### config.mk
export PLATFORM = sky130hd
export DESIGN_NAME = tsense_i2c_slave
export DESIGN_NICKNAME = d
export VERILOG_FILES = /design/src/rtl/tsi_pkg.sv /design/src/rtl/tsi_line_filter.sv /design/src/rtl/tsi_bus_ctrl.sv /design/src/rtl/tsi_regs.sv /design/src/rtl/tsense_i2c_slave.sv
export SDC_FILE = /design/constraint.sdc
export NUM_CORES = 1
export LEC_CHECK = 0
export BUFFER_PORTS_ARGS = -buffer_cell sky130_fd_sc_hd__buf_2
export CAP_MARGIN = 20
export CORE_MARGIN = 2
export CORE_UTILIZATION = 53
export DETAILED_ROUTE_END_ITERATION = 10
export PLACE_DENSITY = 0.77
export SYNTH_ARGS = -nofsm -noshare
export SYNTH_HDL_FRONTEND = slang
export SYNTH_HIERARCHICAL = 1
export SYNTH_SLANG_ARGS = --single-unit
### constraint.sdc
create_clock -name clk -period 2.09 [get_ports clk]
set_clock_uncertainty 0.2 [all_clocks]
set_input_delay 0.418 -clock clk [delete_from_list [all_inputs] [get_ports clk]]
set_output_delay 0.418 -clock clk [all_outputs]
set_load 0.005 [all_outputs]
### src/rtl/tsi_pkg.sv
// Shared types for the two-wire sensor register slave.
package tsi_pkg;
    typedef enum logic [3:0] {
        S_IDLE, S_ADDR, S_ADDR_ACK, S_PTR, S_PTR_ACK,
        S_WDAT, S_WDAT_ACK, S_RDAT, S_RACK, S_IGNORE
    } bus_state_t;

    localparam logic [1:0] PTR_TEMP = 2'd0;
    localparam logic [1:0] PTR_CFG  = 2'd1;
    localparam logic [1:0] PTR_TLO  = 2'd2;
    localparam logic [1:0] PTR_THI  = 2'd3;
endpackage

### src/rtl/tsi_line_filter.sv
// Conditions one bus line.
// The line passes through a synchronizer chain and then a majority vote over
// the last VOTE_LEN samples, so it is held high through reset.
// Assumes: SYNC_STAGES >= 2, VOTE_LEN odd and >= 3.
module tsi_line_filter #(
    parameter int SYNC_STAGES = 2,
    parameter int VOTE_LEN    = 3
) (
    input  logic clk,
    input  logic rst_n,
    input  logic raw_i,
    output logic filt_o
);
    localparam int HALF = VOTE_LEN / 2;

    logic [SYNC_STAGES-1:0] sync_q;
    logic [VOTE_LEN-1:0]    win_q;

    // Synchronize the line and keep a window of recent samples.
    always_ff @(posedge clk) begin
        if (!rst_n) begin
            sync_q <= '1;
            win_q  <= '1;
            filt_o <= 1'b1;
        end else begin
            sync_q <= {sync_q[SYNC_STAGES-2:0], raw_i};
            win_q  <= {win_q[VOTE_LEN-2:0], sync_q[SYNC_STAGES-1]};
            filt_o <= ($countones(win_q) > HALF);
        end
    end

    // A change of the filtered line needs the newest sample to agree with it.
    p_vote_agree_r11: assert property (@(posedge clk) disable iff (!rst_n)
        !$stable(filt_o) |-> ($past(win_q[0]) == filt_o));
endmodule

### src/rtl/tsi_bus_ctrl.sv
// Byte-level sequencer for the two-wire bus.
// It finds START/STOP, matches the address, loads the pointer, assembles write
// data, serializes read data and drives the acknowledge.
// Assumes: filtered inputs, with SCL at least 16x slower than clk.
module tsi_bus_ctrl
    import tsi_pkg::*;
#(
    parameter int          DW      = 16,
    parameter logic [4:0]  ADDR_HI = 5'b10010
) (
    input  logic          clk,
    input  logic          rst_n,
    input  logic          scl_f,
    input  logic          sda_f,
    input  logic [1:0]    strap,
    input  logic [DW-1:0] rd_word,
    output logic          drive,
    output logic [1:0]    ptr,
    output logic          wr_en,
    output logic [DW-1:0] wr_word
);
    localparam int BW = DW / 2;

    bus_state_t     st;
    logic           scl_q, sda_q, rw, nack, rbyte;
    logic [3:0]     cnt;
    logic [1:0]     nbytes;
    logic [BW-1:0]  sh, tx, hold, lo_b;
    logic           scl_rise, scl_fall, start_det, stop_det;

    // Edge and bus-condition detection on the filtered lines.
    always_comb begin
        scl_rise  = scl_f & ~scl_q;
        scl_fall  = ~scl_f & scl_q;
        start_det = scl_f & scl_q & sda_q & ~sda_f;
        stop_det  = scl_f & scl_q & ~sda_q & sda_f;
    end

    // Main sequencer: conditions first, then rising-edge sampling, then falling-edge actions.
    always_ff @(posedge clk) begin
        if (!rst_n) begin
            st <= S_IDLE; scl_q <= 1'b1; sda_q <= 1'b1; drive <= 1'b0;
            rw <= 1'b0; nack <= 1'b0; rbyte <= 1'b0; cnt <= '0; nbytes <= '0;
            sh <= '0; tx <= '0; hold <= '0; lo_b <= '0; ptr <= PTR_TEMP;
            wr_en <= 1'b0; wr_word <= '0;
        end else begin
            scl_q <= scl_f;
            sda_q <= sda_f;
            wr_en <= 1'b0;
            if (start_det) begin
                st <= S_ADDR; cnt <= '0; drive <= 1'b0;
            end else if (stop_det) begin
                st <= S_IDLE; drive <= 1'b0;
            end else if (scl_rise) begin
                case (st)
                    S_ADDR, S_PTR, S_WDAT: begin
                        sh  <= {sh[BW-2:0], sda_f};
                        cnt <= cnt + 4'd1;
                    end
                    S_RDAT:  cnt  <= cnt + 4'd1;
                    S_RACK:  nack <= sda_f;
                    default: ;
                endcase
            end else if (scl_fall) begin
                case (st)
                    S_ADDR: if (cnt == 4'd8) begin
                        if (sh[7:1] == {ADDR_HI, strap}) begin
                            drive <= 1'b1; rw <= sh[0]; st <= S_ADDR_ACK;
                        end else begin
                            st <= S_IGNORE;
                        end
                    end
                    S_ADDR_ACK: begin
                        cnt <= '0;
                        if (rw) begin
                            tx <= rd_word[DW-1:BW]; lo_b <= rd_word[BW-1:0];
                            drive <= ~rd_word[DW-1]; rbyte <= 1'b0; st <= S_RDAT;
                        end else begin
                            drive <= 1'b0; st <= S_PTR;
                        end
                    end
                    S_PTR: if (cnt == 4'd8) begin
                        ptr <= sh[1:0]; drive <= 1'b1; st <= S_PTR_ACK;
                    end
                    S_PTR_ACK: begin
                        drive <= 1'b0; cnt <= '0; nbytes <= '0; st <= S_WDAT;
                    end
                    S_WDAT: if (cnt == 4'd8) begin
                        drive <= 1'b1; st <= S_WDAT_ACK;
                        if (nbytes == 2'd0) hold <= sh;
                        if (nbytes == 2'd1) begin
                            wr_en <= 1'b1; wr_word <= {hold, sh};
                        end
                        if (nbytes != 2'd2) nbytes <= nbytes + 2'd1;
                    end
                    S_WDAT_ACK: begin
                        drive <= 1'b0; cnt <= '0; st <= S_WDAT;
                    end
                    S_RDAT: if (cnt == 4'd8) begin
                        drive <= 1'b0; st <= S_RACK;
                    end else begin
                        tx <= {tx[BW-2:0], 1'b0}; drive <= ~tx[BW-2];
                    end
                    S_RACK: begin
                        cnt <= '0;
                        if (nack) begin
                            st <= S_IGNORE;
                        end else if (!rbyte) begin
                            tx <= lo_b; drive <= ~lo_b[BW-1]; rbyte <= 1'b1; st <= S_RDAT;
                        end else begin
                            tx <= rd_word[DW-1:BW]; lo_b <= rd_word[BW-1:0];
                            drive <= ~rd_word[DW-1]; rbyte <= 1'b0; st <= S_RDAT;
                        end
                    end
                    default: ;
                endcase
            end
        end
    end

    // Nothing is driven while idle or while ignoring the bus.
    p_quiet_when_idle_r2: assert property (@(posedge clk) disable iff (!rst_n)
        (st == S_IDLE || st == S_IGNORE) |-> !drive);
    // The SDA drive holds steady while SCL stays high.
    p_sda_hold_high_r3: assert property (@(posedge clk) disable iff (!rst_n)
        (scl_f && scl_q && $past(scl_f)) |-> $stable(drive));
    // A STOP always returns the sequencer to idle.
    p_stop_to_idle_r10: assert property (@(posedge clk) disable iff (!rst_n)
        stop_det |=> (st == S_IDLE));
    // A register commit comes with the acknowledge of its second byte.
    p_commit_with_ack_r5: assert property (@(posedge clk) disable iff (!rst_n)
        wr_en |-> (drive && st == S_WDAT_ACK));
endmodule

### src/rtl/tsi_regs.sv
// The four-entry register file.
// Entry 0 is the temperature input (read-only). Entries 1..3 are writable
// storage with parameterized reset values. The read port is combinational
// on the pointer.
module tsi_regs
    import tsi_pkg::*;
#(
    parameter int          DW      = 16,
    parameter logic [15:0] CFG_RST = 16'h0000,
    parameter logic [15:0] TLO_RST = 16'h4B00,
    parameter logic [15:0] THI_RST = 16'h5000
) (
    input  logic          clk,
    input  logic          rst_n,
    input  logic          wr_en,
    input  logic [1:0]    ptr,
    input  logic [DW-1:0] wr_word,
    input  logic [DW-1:0] temp_word,
    output logic [DW-1:0] rd_word,
    output logic [DW-1:0] cfg_q,
    output logic [DW-1:0] tlo_q,
    output logic [DW-1:0] thi_q
);
    localparam int NREG = 4;

    logic [DW-1:0] regs [NREG];

    function automatic logic [DW-1:0] rst_val(input int idx);
        case (idx)
            1:       return DW'(CFG_RST);
            2:       return DW'(TLO_RST);
            default: return DW'(THI_RST);
        endcase
    endfunction

    assign regs[0] = temp_word;

    for (genvar g = 1; g < NREG; g++) begin : g_store
        // Writable entry g: loaded when the pointer selects it.
        always_ff @(posedge clk) begin
            if (!rst_n)                              regs[g] <= rst_val(g);
            else if (wr_en && ptr == 2'(g))          regs[g] <= wr_word;
        end
    end

    // Read mux and named outputs.
    always_comb begin
        rd_word = regs[ptr];
        cfg_q   = regs[PTR_CFG];
        tlo_q   = regs[PTR_TLO];
        thi_q   = regs[PTR_THI];
    end

    // Writes aimed at the read-only entry change no storage.
    p_ro_ignored_r8: assert property (@(posedge clk) disable iff (!rst_n)
        (wr_en && ptr == PTR_TEMP) |=> ($stable(cfg_q) && $stable(tlo_q) && $stable(thi_q)));
    // Without a commit the storage holds.
    p_hold_no_write_r6: assert property (@(posedge clk) disable iff (!rst_n)
        !wr_en |=> ($stable(cfg_q) && $stable(tlo_q) && $stable(thi_q)));
endmodule

### src/rtl/tsense_i2c_slave.sv
// Top of the two-wire sensor register slave.
// It filters both bus lines, runs the byte sequencer and holds the register
// file. SDA is open-drain: sda_oe_o = 1 pulls the line low.
module tsense_i2c_slave #(
    parameter int          DW          = 16,
    parameter int          SYNC_STAGES = 2,
    parameter int          VOTE_LEN    = 3,
    parameter logic [4:0]  ADDR_HI     = 5'b10010,
    parameter logic [15:0] CFG_RST     = 16'h0000,
    parameter logic [15:0] TLO_RST     = 16'h4B00,
    parameter logic [15:0] THI_RST     = 16'h5000
) (
    input  logic          clk,
    input  logic          rst_n,
    input  logic          scl_i,
    input  logic          sda_i,
    input  logic [1:0]    strap_i,
    input  logic [DW-1:0] temp_i,
    output logic          sda_oe_o,
    output logic [DW-1:0] cfg_o,
    output logic [DW-1:0] tlo_o,
    output logic [DW-1:0] thi_o
);
    localparam int NLINES = 2;

    logic [NLINES-1:0] raw_lines, filt_lines;
    logic              wr_en;
    logic [1:0]        ptr;
    logic [DW-1:0]     wr_word, rd_word;

    assign raw_lines = {sda_i, scl_i};

    for (genvar i = 0; i < NLINES; i++) begin : g_line
        tsi_line_filter #(.SYNC_STAGES(SYNC_STAGES), .VOTE_LEN(VOTE_LEN)) i_filt (
            .clk(clk), .rst_n(rst_n), .raw_i(raw_lines[i]), .filt_o(filt_lines[i])
        );
    end

    tsi_bus_ctrl #(.DW(DW), .ADDR_HI(ADDR_HI)) i_ctrl (
        .clk(clk), .rst_n(rst_n), .scl_f(filt_lines[0]), .sda_f(filt_lines[1]),
        .strap(strap_i), .rd_word(rd_word), .drive(sda_oe_o), .ptr(ptr),
        .wr_en(wr_en), .wr_word(wr_word)
    );

    tsi_regs #(.DW(DW), .CFG_RST(CFG_RST), .TLO_RST(TLO_RST), .THI_RST(THI_RST)) i_regs (
        .clk(clk), .rst_n(rst_n), .wr_en(wr_en), .ptr(ptr), .wr_word(wr_word),
        .temp_word(temp_i), .rd_word(rd_word), .cfg_q(cfg_o), .tlo_q(tlo_o), .thi_q(thi_o)
    );
endmodule

# Word level (Yosys, flattened, before mapping)
# Cells that the tools add are included.
[word_totals] register_bits=126 inputBits=22 output_inout_bits=49
[classes] n_addsub=6 order_cmp=3 n_eq_ne=32 mux=44 n_bitwise=22 n_reduce_logical=35
[op_table] operator="adder 32 x 1 -> 32 bit" n=2
[op_table] operator="greater-than comparator 32 x 2 -> 1 bit (second input constant)" n=2
[op_table] operator="AND reduction 7 bit" n=8
[op_table] operator="2-to-1 mux 4 bit" n=10
[op_table] operator="binary-select mux 16 bit (select 2 bit)" n=1
[op_table] operator="2-to-1 mux 16 bit" n=2
[op_table] operator="2-to-1 mux 7 bit" n=4
[op_table] operator="case mux 4 bit (7 select lines)" n=1
[op_table] operator="2-to-1 mux 8 bit" n=3
[op_table] operator="case mux 7 bit (3 select lines)" n=1
[op_table] operator="inequality test 2 x 1 -> 1 bit (second input constant)" n=9
[op_table] operator="equality test 4 x 3 -> 1 bit (second input constant)" n=4
[op_table] operator="inequality test 4 x 1 -> 1 bit (second input constant)" n=4
[op_table] operator="case mux 8 bit (2 select lines)" n=1
[op_table] operator="AND reduction 8 bit" n=2
[op_table] operator="2-to-1 mux 1 bit" n=15
[op_table] operator="NOT 1 bit" n=14
[op_table] operator="AND reduction 4 bit" n=3
[op_table] operator="nonzero test 9 bit" n=1
[op_table] operator="equality test 4 x 2 -> 1 bit (second input constant)" n=2
[op_table] operator="equality test 4 bit (second input constant)" n=2
[op_table] operator="inequality test 2 bit (second input constant)" n=4
[op_table] operator="nonzero test 2 bit" n=4
[op_table] operator="OR reduction 4 bit" n=2
[op_table] operator="other kinds (25)" n=41

# Depth between registers and ports, before layout
# Gate-level depths: netlist of the first run.
[logic_depth] ltp_word=8 depth_mapped=8 ltp_nobuf=7

# By module
# The synthesis of the first run kept the hierarchy.
[by_module_without_submodules] mod="tsi_bus_ctrl" n_inst=1 cells_per_inst=362 area_each_um2=3280.6
[by_module_without_submodules] mod="tsi_regs" n_inst=1 cells_per_inst=205 area_each_um2=2307.2
[by_module_without_submodules] mod="tsi_line_filter" n_inst=2 cells_per_inst=14 area_each_um2=175.2

# Worst setup path after synthesis of the first run
# Ideal clock, no wire load.
[synth_path] path_kind="register -> register" startpoint="register i_ctrl.st[2]" endpoint="register i_ctrl.tx[1]" setup_ns=0.116 arrival_time_ns=1.697 required_ns=1.774 slack_ns=0.077 stages_incl_launch_ff=9 path_cell_list="dfxtp_1 > buf_4 > and4b_1 > buf_2 > nand2_1 > a211o_1 > buf_2 > nand3b_1 > and3_1"
[synth_between] elab_chain_len=3 elab_cells_between_ends=9 classes_between="6 x eq/ne; 1 x mux; 2 x reduce/logical"
[synth_rtl] item="start: declaration" line="tsi_bus_ctrl.sv:24" source="bus_state_t st;"
[synth_rtl] item="start signal: assignment" line="tsi_bus_ctrl.sv:42" source="st <= S_IDLE; scl_q <= 1'b1; sda_q <= 1'b1; drive <= 1'b0;"
[synth_rtl] item="start signal: assignment" line="tsi_bus_ctrl.sv:51" source="st <= S_ADDR; cnt <= '0; drive <= 1'b0;"
[synth_rtl] item="start signal: assignment" line="tsi_bus_ctrl.sv:53" source="st <= S_IDLE; drive <= 1'b0;"
[synth_rtl] item="equality test 4 x 3 -> 1 bit, or another cell as far along" line="tsi_bus_ctrl.sv:65" source="case (st)"
[synth_rtl] item="inequality test 2 bit (no source line), or another cell as far along"
[synth_rtl] item="AND reduction 8 bit (no source line)"
[synth_rtl] item="end signal: assignment" line="tsi_bus_ctrl.sv:76" source="tx <= rd_word[DW-1:BW]; lo_b <= rd_word[BW-1:0];"
[synth_rtl] item="end signal: assignment" line="tsi_bus_ctrl.sv:102" source="tx <= {tx[BW-2:0], 1'b0}; drive <= ~tx[BW-2];"
[synth_rtl] item="end signal: assignment" line="tsi_bus_ctrl.sv:111" source="tx <= rd_word[DW-1:BW]; lo_b <= rd_word[BW-1:0];"
[synth_rtl] item="end: declaration" line="tsi_bus_ctrl.sv:28" source="logic [BW-1:0] sh, tx, hold, lo_b;"
# Several ways; a longest one is shown, not always the timed one.
# A chain may end at the register's enable or synchronous reset.

# Worst setup path after layout of the first run
[layout_path] startpoint="register i_ctrl.st[1]" endpoint="register i_ctrl.drive"
[layout_between] elab_chain_len=4 elab_cells_between_ends=17 classes_between="12 x eq/ne; 1 x mux; 4 x reduce/logical"
[layout_rtl] item="equality test 4 x 2 -> 1 bit / equality test 4 x 3 -> 1 bit (equally long branches)" line="tsi_bus_ctrl.sv:65"
[layout_rtl] item="OR reduction 2 bit (no source line)"
[layout_rtl] item="nonzero test 6 bit (no source line) / inequality test 2 x 1 -> 1 bit (equally long branches)"
[layout_rtl] item="AND reduction 7 bit (no source line)"
[layout_rtl] item="end signal: assignment" line="tsi_bus_ctrl.sv:102"
[layout_rtl] item="end: declaration" line="tsi_bus_ctrl.sv:17" source="output logic drive,"
# Several ways; a longest one is shown, not always the timed one.

==> run metrics, run 1 <==
routability cong.=0.913; setup ws final=0.0412 ns; Setup TNS=0 ns; Hold Path Depth=2; clock buffer depth=2; vias in the first global route=4820; Req. time, crit path=2.31 ns; max_cap viols=0; P_sw=1.13 mW; clk sink count=126; Synthesized Nets=624; Layout area overhead=26.7%; part of the Yosys area used for sequential elements=42.5%; Post-synth EDFFs=0; Inserted Clock Buffers=17; Main synth FF type=dfxtp_1; Comb pwr share=3.1%; Clock Pin Slew Worst Setup and Hold Paths=0.06 ns; leading area contributor after synthesis=dfxtp_1; CTS tree=yes; Slew @ Worst Pin=0.564 ns; Vias=5074; Cells after Synth=595; Initial Util=54.5%; DIE AREA=0.0121 mm²; HP Class=in -> reg; critical path launch point type=register; post-synthesis async set-or-reset flop share=0%; Die H=110 µm; Skew-Pair Late Insertion Delay=0.53 ns; internal power=4.31 mW; r2r setup slk=0.04 ns; post-synthesis register bit count=126; crit path capture type=register; worst reg2reg endpoint=i_ctrl/drive; Hold EP=i_ctrl/sda_q; RSZ-0062 raised after global routing=true; Residual DRC=0; Final Power=5.44 mW; r2r startpoint=i_ctrl/st[1]; Synth warnings=6; ranking of synthesized cells by area=dfxtp_1 42%, mux2i_1 13%, nand2_1 6.0%; Switching Share=20.8%; worst endpoint data arrival time=2.27 ns; DRT Pass-1 Iters=5; setup slack after placement=-0.0801 ns; Site Rows=38; synthesized area=0.00594 mm²; Static Leakage=3.32 nW; post-DP HPWL=10600 µm; DR iter-0 viols=437; layout cells sized above 1=29.8%; setup violators final=0; P per Cell Area=723 mW/mm²; largest net degree at the start of global routing=57; core area=0.0109 mm²; Max transition margin=62.3%; Clock power frac=52.5%; most common cell after layout, fill and taps aside=dfxtp_1; DRT Wirelength=16600 µm; H-tree depth=4; Final nets=747; post-DR wirelength/cell=19.1 µm; gr usage total=27.2%; first-pass GRT wire length=24800 µm; outcome=finished clean; Tcrit/Tclk final=98.0%; worst reg2reg path depth=7; Period minus WS final=2.05 ns; commonest non-fill, non-tap cells in the layout=120 x dfxtp_1, 93 x nand2_1, 74 x mux2i_1, 69 x buf_2, 59 x buf_4; Die W=110 µm; grt ovf=0; vias per cell=5.85; Root Buffer=clkbuf_8; Final Hold Vio Count=0; min-delay src=rst_n; peak supply drop=0.500 mV; f_max=488 MHz; Netlist cell types=68; post-synth top area share=42.5%; CP Class=reg -> reg; Final Max Slew Viols=0; initial antenna violation count=0; IO Pins=71; port bufs=70; CP Max Fanout=14; power share of the sequential group=44.4%; # diodes=0; Post-Syn Area per Cell=9.98 µm²; DRT antenna net count=0
-- flip-flops by register name (all words and copies together), names as in the netlist, 4 cells and up --
name                  cells
g_line.i_filt/win_q       6
i_ctrl/lo_b               8
i_regs/thi_q             16
g_line.i_filt/sync_q      4
i_regs/tlo_q             16
i_ctrl/st                 4
i_ctrl/sh                 8
i_ctrl/wr_word           16
i_ctrl/hold               8
i_regs/cfg_q             16
i_ctrl/tx                 7
i_ctrl/cnt                4
-- synth_stat cells (10+ instances only) --
master    count
o21ai_0      10
nand2_1      95
nand3b_1     11
nor2_1       11
nor2b_1      36
inv_1        13
dfxtp_1     126
clkbuf_1     13
nand3_1      23
nand2b_1     22
mux4_2       14
mux2i_1      75
a21boi_0     17
-- power by group through the flow --
| stage | combinational (mW) | clock [mW] | sequential (mW) |
|---|---|---|---|
| 6_report | 0.170 | 2.85 | 2.41 |
| 5_1_grt | 0.181 | 2.98 | 2.41 |
| 4_1_cts | 0.161 | 2.87 | 2.42 |
| 3_5_place_dp | 0.155 | 0 | 2.47 |
| 3_3_place_gp | 0.153 | 0 | 2.47 |
| 2_1_floorplan | 0.0943 | 0 | 2.47 |
-- final cells by class --
type                            count  area (µm²)
Fill cell                         769        3360
Multi-Input combinational cell    417        3180
Sequential cell                   126        2530
Timing Repair Buffer              143        1030
Clock buffer                       21         439
Tap cell                          140         175
Clock inverter                      8         118
Inverter                           13        48.8
-- metal layers --
layer,wire length [µm],up-vias,global-route usage [%]
met3,1030,42,7.41
met4,396,0,9.31
met2,8390,215,44.5
met1,6740,2481,34.4
li1,-,2336,-
met5,0,-,0
-- metrics by stage --
step	std cells	utilization (%)	instance area [µm²]	hold slack [ns]
floorplan	595	-	5940	0.186
global placement	818	60.8	6620	0.194
detailed placement	818	60.8	6620	0.192
CTS	851	66.5	7240	0.0335
global route	868	69.1	7520	0.0394
finish	868	69.1	7520	0.0486
-- how the worst max path moves through the flow --
stage                       start                 to  slack (ns)  depth (start not counted)
detailed placement  i_ctrl/cnt[0]       i_ctrl/tx[5]       -0.08                          7
CTS                  i_ctrl/st[3]       i_ctrl/drive       0.001                          6
global route        i_ctrl/cnt[1]  i_ctrl/wr_word[2]       -0.03                          9
finish               i_ctrl/st[1]       i_ctrl/drive        0.04                          7
floorplan            i_ctrl/st[2]       i_ctrl/tx[1]        0.08                          8
global placement    i_ctrl/cnt[0]       i_ctrl/tx[5]       0.008                          7
-- kinds of logic (layout without fill, tap and decap cells) --
kind of cell               Yosys count  count (layout)  share of synthesized area (%)
muxes                               91              91                           18.8
DFF                                126             126                           42.5
xor gates and xnor gates             7               7                           1.03
and+or+nand+nor                    240             240                           21.8
buffers and inverters               53             185                           5.75
AOI/OAI and AO/OA                   71              72                           8.66
adders and majority gates            7               7                           1.47
-- timing repair --
item / CTS / global route
hold buffers: 2 / 0
gates cloned: 0 / 3
pin swaps: 2 / 10
resized for setup: 6 / 33
setup buffers: 2 / 14
endpoints found under the setup margin: 17 / 46
endpoints found under the hold margin: 2 / 0
-- critical path: stages (launching register included) --
cell and delay [ns]:
dfxtp_2 0.33, buf_6 0.13, buf_12 0.14, or4b_4 0.53, a41oi_2 0.17, and4bb_1 0.27, nor2_2 0.13, a211oi_2 0.04
(Power assumes the default switching activity.)
==> run 2, diff against run 1 <==
--- a/config.mk
+++ b/config.mk
@@ -8,10 +8,9 @@
 export BUFFER_PORTS_ARGS = -buffer_cell sky130_fd_sc_hd__buf_2
 export CAP_MARGIN = 20
 export CORE_MARGIN = 2
-export CORE_UTILIZATION = 53
+export CORE_UTILIZATION = 52
 export DETAILED_ROUTE_END_ITERATION = 10
-export PLACE_DENSITY = 0.77
+export PLACE_DENSITY = 0.76
 export SYNTH_ARGS = -nofsm -noshare
 export SYNTH_HDL_FRONTEND = slang
-export SYNTH_HIERARCHICAL = 1
 export SYNTH_SLANG_ARGS = --single-unit
==> run 2 against run 1 <==
Effect of this change:
- clock power is 4% lower
- worst hold slack improved by 0.063 ns
- total power fell by 2.2%
- area after synthesis down 7.5%
- via count fell by 1.8%
- die area down 5.5%
- the run now ends with setup timing left
- largest power group unchanged
- cell count increased by 0.35%
==> run metrics, run 2 <==
outcome=complete, but fails checks; failing checks=setup timing; vias in the first global route=4701; CP Class=reg -> reg; Setup TNS=-0.0193 ns; post-synth top area share=45.9%; Post-Syn Area per Cell=8.62 µm²; Inserted Clock Buffers=17; Hold Path Depth=3; Top Family by Delay on Critical Path=simple AND/OR/NAND/NOR gates; Levels on crit path=8; commonest non-fill, non-tap cells in the layout=133 x nand2_1, 122 x dfxtp_1, 70 x buf_2, 53 x a21oi_1, 48 x o21ai_0; r2r setup slk=-0.02 ns; Clock power frac=51.7%; peak supply drop=0.696 mV; Comb pwr share=2.9%; worst endpoint data arrival time=2.37 ns; Max transition margin=73.4%; Initial Util=53.5%; r2r startpoint=i_ctrl.cnt[0]; DRT antenna net count=0; Final Hold Vio Count=0; Clock Pin Slew Worst Setup and Hold Paths=0.06 ns; most common cell after layout, fill and taps aside=nand2_1; setup violators final=1; f_max=474 MHz; CTS tree=yes; CP Max Fanout=3; part of the Yosys area used for sequential elements=45.9%; slowest stage delay, CP=0.49 ns; critical path launch point type=register; Synthesized Nets=669; top-count cell post-synth=nand2_1; Period minus WS final=2.11 ns; Layout area overhead=24.6%; clock buffer depth=2; Skew-Pair Late Insertion Delay=0.53 ns; Residual DRC=0; largest net degree at the start of global routing=87; Worst Setup SP=i_ctrl.cnt[0]; DIE AREA=0.0114 mm²; # diodes=0; buffers and inverters on the worst path=2; worst reg2reg path depth=8; vias per cell=5.72; gr usage total=25.5%; setup ws final=-0.0193 ns; first-pass GRT wire length=22600 µm; grt ovf=0; Switching Share=22.6%; min-delay src=rst_n; worst path cell trace=inv_2, ha_1, nand3b_1, buf_4, o21ai_1, or4b_4, or3_4, a21oi_2; Post-synth EDFFs=0; HP Class=in -> reg; H-tree depth=4; ranking of synthesized cells by area=dfxtp_1 46%, nand2_1 9.1%, mux4_2 6.6%; synthesized area=0.00549 mm²; max_cap viols=0; Final Power=5.32 mW; clk sink count=126; RSZ-0062 raised after global routing=true; P per Cell Area=776 mW/mm²; Fillers=803; DRT Pass-1 Iters=5; Synth warnings=0; internal power=4.11 mW; Static Leakage=2.62 nW; Netlist cell types=55; leading area contributor after synthesis=dfxtp_1; worst reg2reg endpoint=i_ctrl.nbytes[0]; Final Max Slew Viols=0; Util after Layout=66.6%; CP endpoint=i_ctrl.nbytes[0]; crit path capture type=register; post-DP HPWL=9740 µm; Site Rows=37; post-synthesis async set-or-reset flop share=0%; IO Pins=71; Slew @ Worst Pin=0.400 ns; Vias=4984; DR iter-0 viols=317; Cells after Synth=637; critical path's slowest cell=or4b_4; Req. time, crit path=2.35 ns; core area=0.0103 mm²; Die W=107 µm; Main synth FF type=dfxtp_1; cell area after layout=0.00685 mm²; post-DR wirelength/cell=16.2 µm; DRT Wirelength=14100 µm; Post-DP Area=0.00618 mm²; power share of the sequential group=45.4%; Root Buffer=clkbuf_8; P_sw=1.20 mW; initial antenna violation count=0; Die H=107 µm; Final nets=755; Post-synth top cells=133 x nand2_1, 126 x dfxtp_1, 54 x a21oi_1, 49 x o21ai_0, 45 x nand3_1; layout cells sized above 1=25.9%; port bufs=70; Tcrit/Tclk final=101%; post-synthesis register bit count=126; routability cong.=0.901
## run 2: cell count changes after synthesis, moves of 22 or more
cell and change:
a21oi_1 +45, mux2i_1 -62, nand2_1 +38, nand3_1 +22, nor2_1 +26, nor2b_1 -35
o21ai_0 +39
## run 2: cell type report
cell class | instances | area, µm² | share of cell area (%)
multi-input cells | 455 | 2820 | 41.2
flip-flops and latches | 126 | 2530 | 36.9
repair buffers | 114 | 739 | 10.8
clock buffers | 19 | 442 | 6.45
well taps | 136 | 170 | 2.48
clock inverters | 12 | 113 | 1.64
inverters | 9 | 33.8 | 0.493
## run 2: power by group through the flow
stage | combinational (mW) | sequential (mW) | clock, mW
2_1_floorplan | 0.0877 | 2.47 | 0
3_3_place_gp | 0.142 | 2.47 | 0
3_5_place_dp | 0.144 | 2.47 | 0
4_1_cts | 0.148 | 2.41 | 2.78
5_1_grt | 0.163 | 2.41 | 2.90
6_report | 0.152 | 2.41 | 2.75
## run 2: cell families after synthesis
logic type / Yosys count / share of synthesized area (%)
AOI/OAI and AO/OA: 139 / 14.8
xor gates and xnor gates: 4 / 0.638
adders and majority gates: 10 / 2.28
buffers and inverters: 56 / 4.12
DFF: 126 / 45.9
muxes: 31 / 9.34
and+or+nand+nor: 271 / 22.9
## run 2: per-stage QoR
step	instances	setup slack [ns]	hold slack [ns]
after CTS	868	0.00638	0.119
after global routing	871	-0.0876	0.122
final	871	-0.0193	0.111
after floorplan	637	0.00393	0.186
after global placement	834	0.0161	0.188
after detailed placement	834	-0.0266	0.197
## run 2: worst min path at each step
stage / end / slack (ns)
2_1_floorplan: g_line[0].i_filt.sync_q[1] / 0.19
3_3_place_gp: g_line[0].i_filt.win_q[0] / 0.19
3_5_place_dp: g_line[0].i_filt.sync_q[1] / 0.20
4_1_cts: i_ctrl.nbytes[1] / 0.12
5_1_grt: i_ctrl.nbytes[0] / 0.12
6_report: i_ctrl.nbytes[0] / 0.11
## run 2: worst reg2reg max path, delay by kind of cell (launching register included)
kind	cells	cell delay [ns]
AND/OR/NAND/NOR	3	0.92
flip-flops	1	0.33
AO/OA/AOI/OAI	2	0.23
buffers and inverters	2	0.22
adder cells (fa/ha/maj)	1	0.14
## run 2: what timing repair did
action | 4_1_cts | 5_1_grt
hold buffers | 2 | 0
endpoints found under the hold margin | 2 | 0
pin swaps | 2 | 3
gates cloned | 0 | 1
buffers inserted | 1 | 2
gates resized for setup | 3 | 18
setup endpoints to repair | 3 | 23
## run 2: per-layer routing
layer  routed length (µm)  track usage (%)  part of all wire [%]
met2                 7030             42.4                    50
met1                 5910             31.5                    42
met5                    0                0                     0
met4                  306             10.9                   2.2
met3                  862             6.38                   6.1
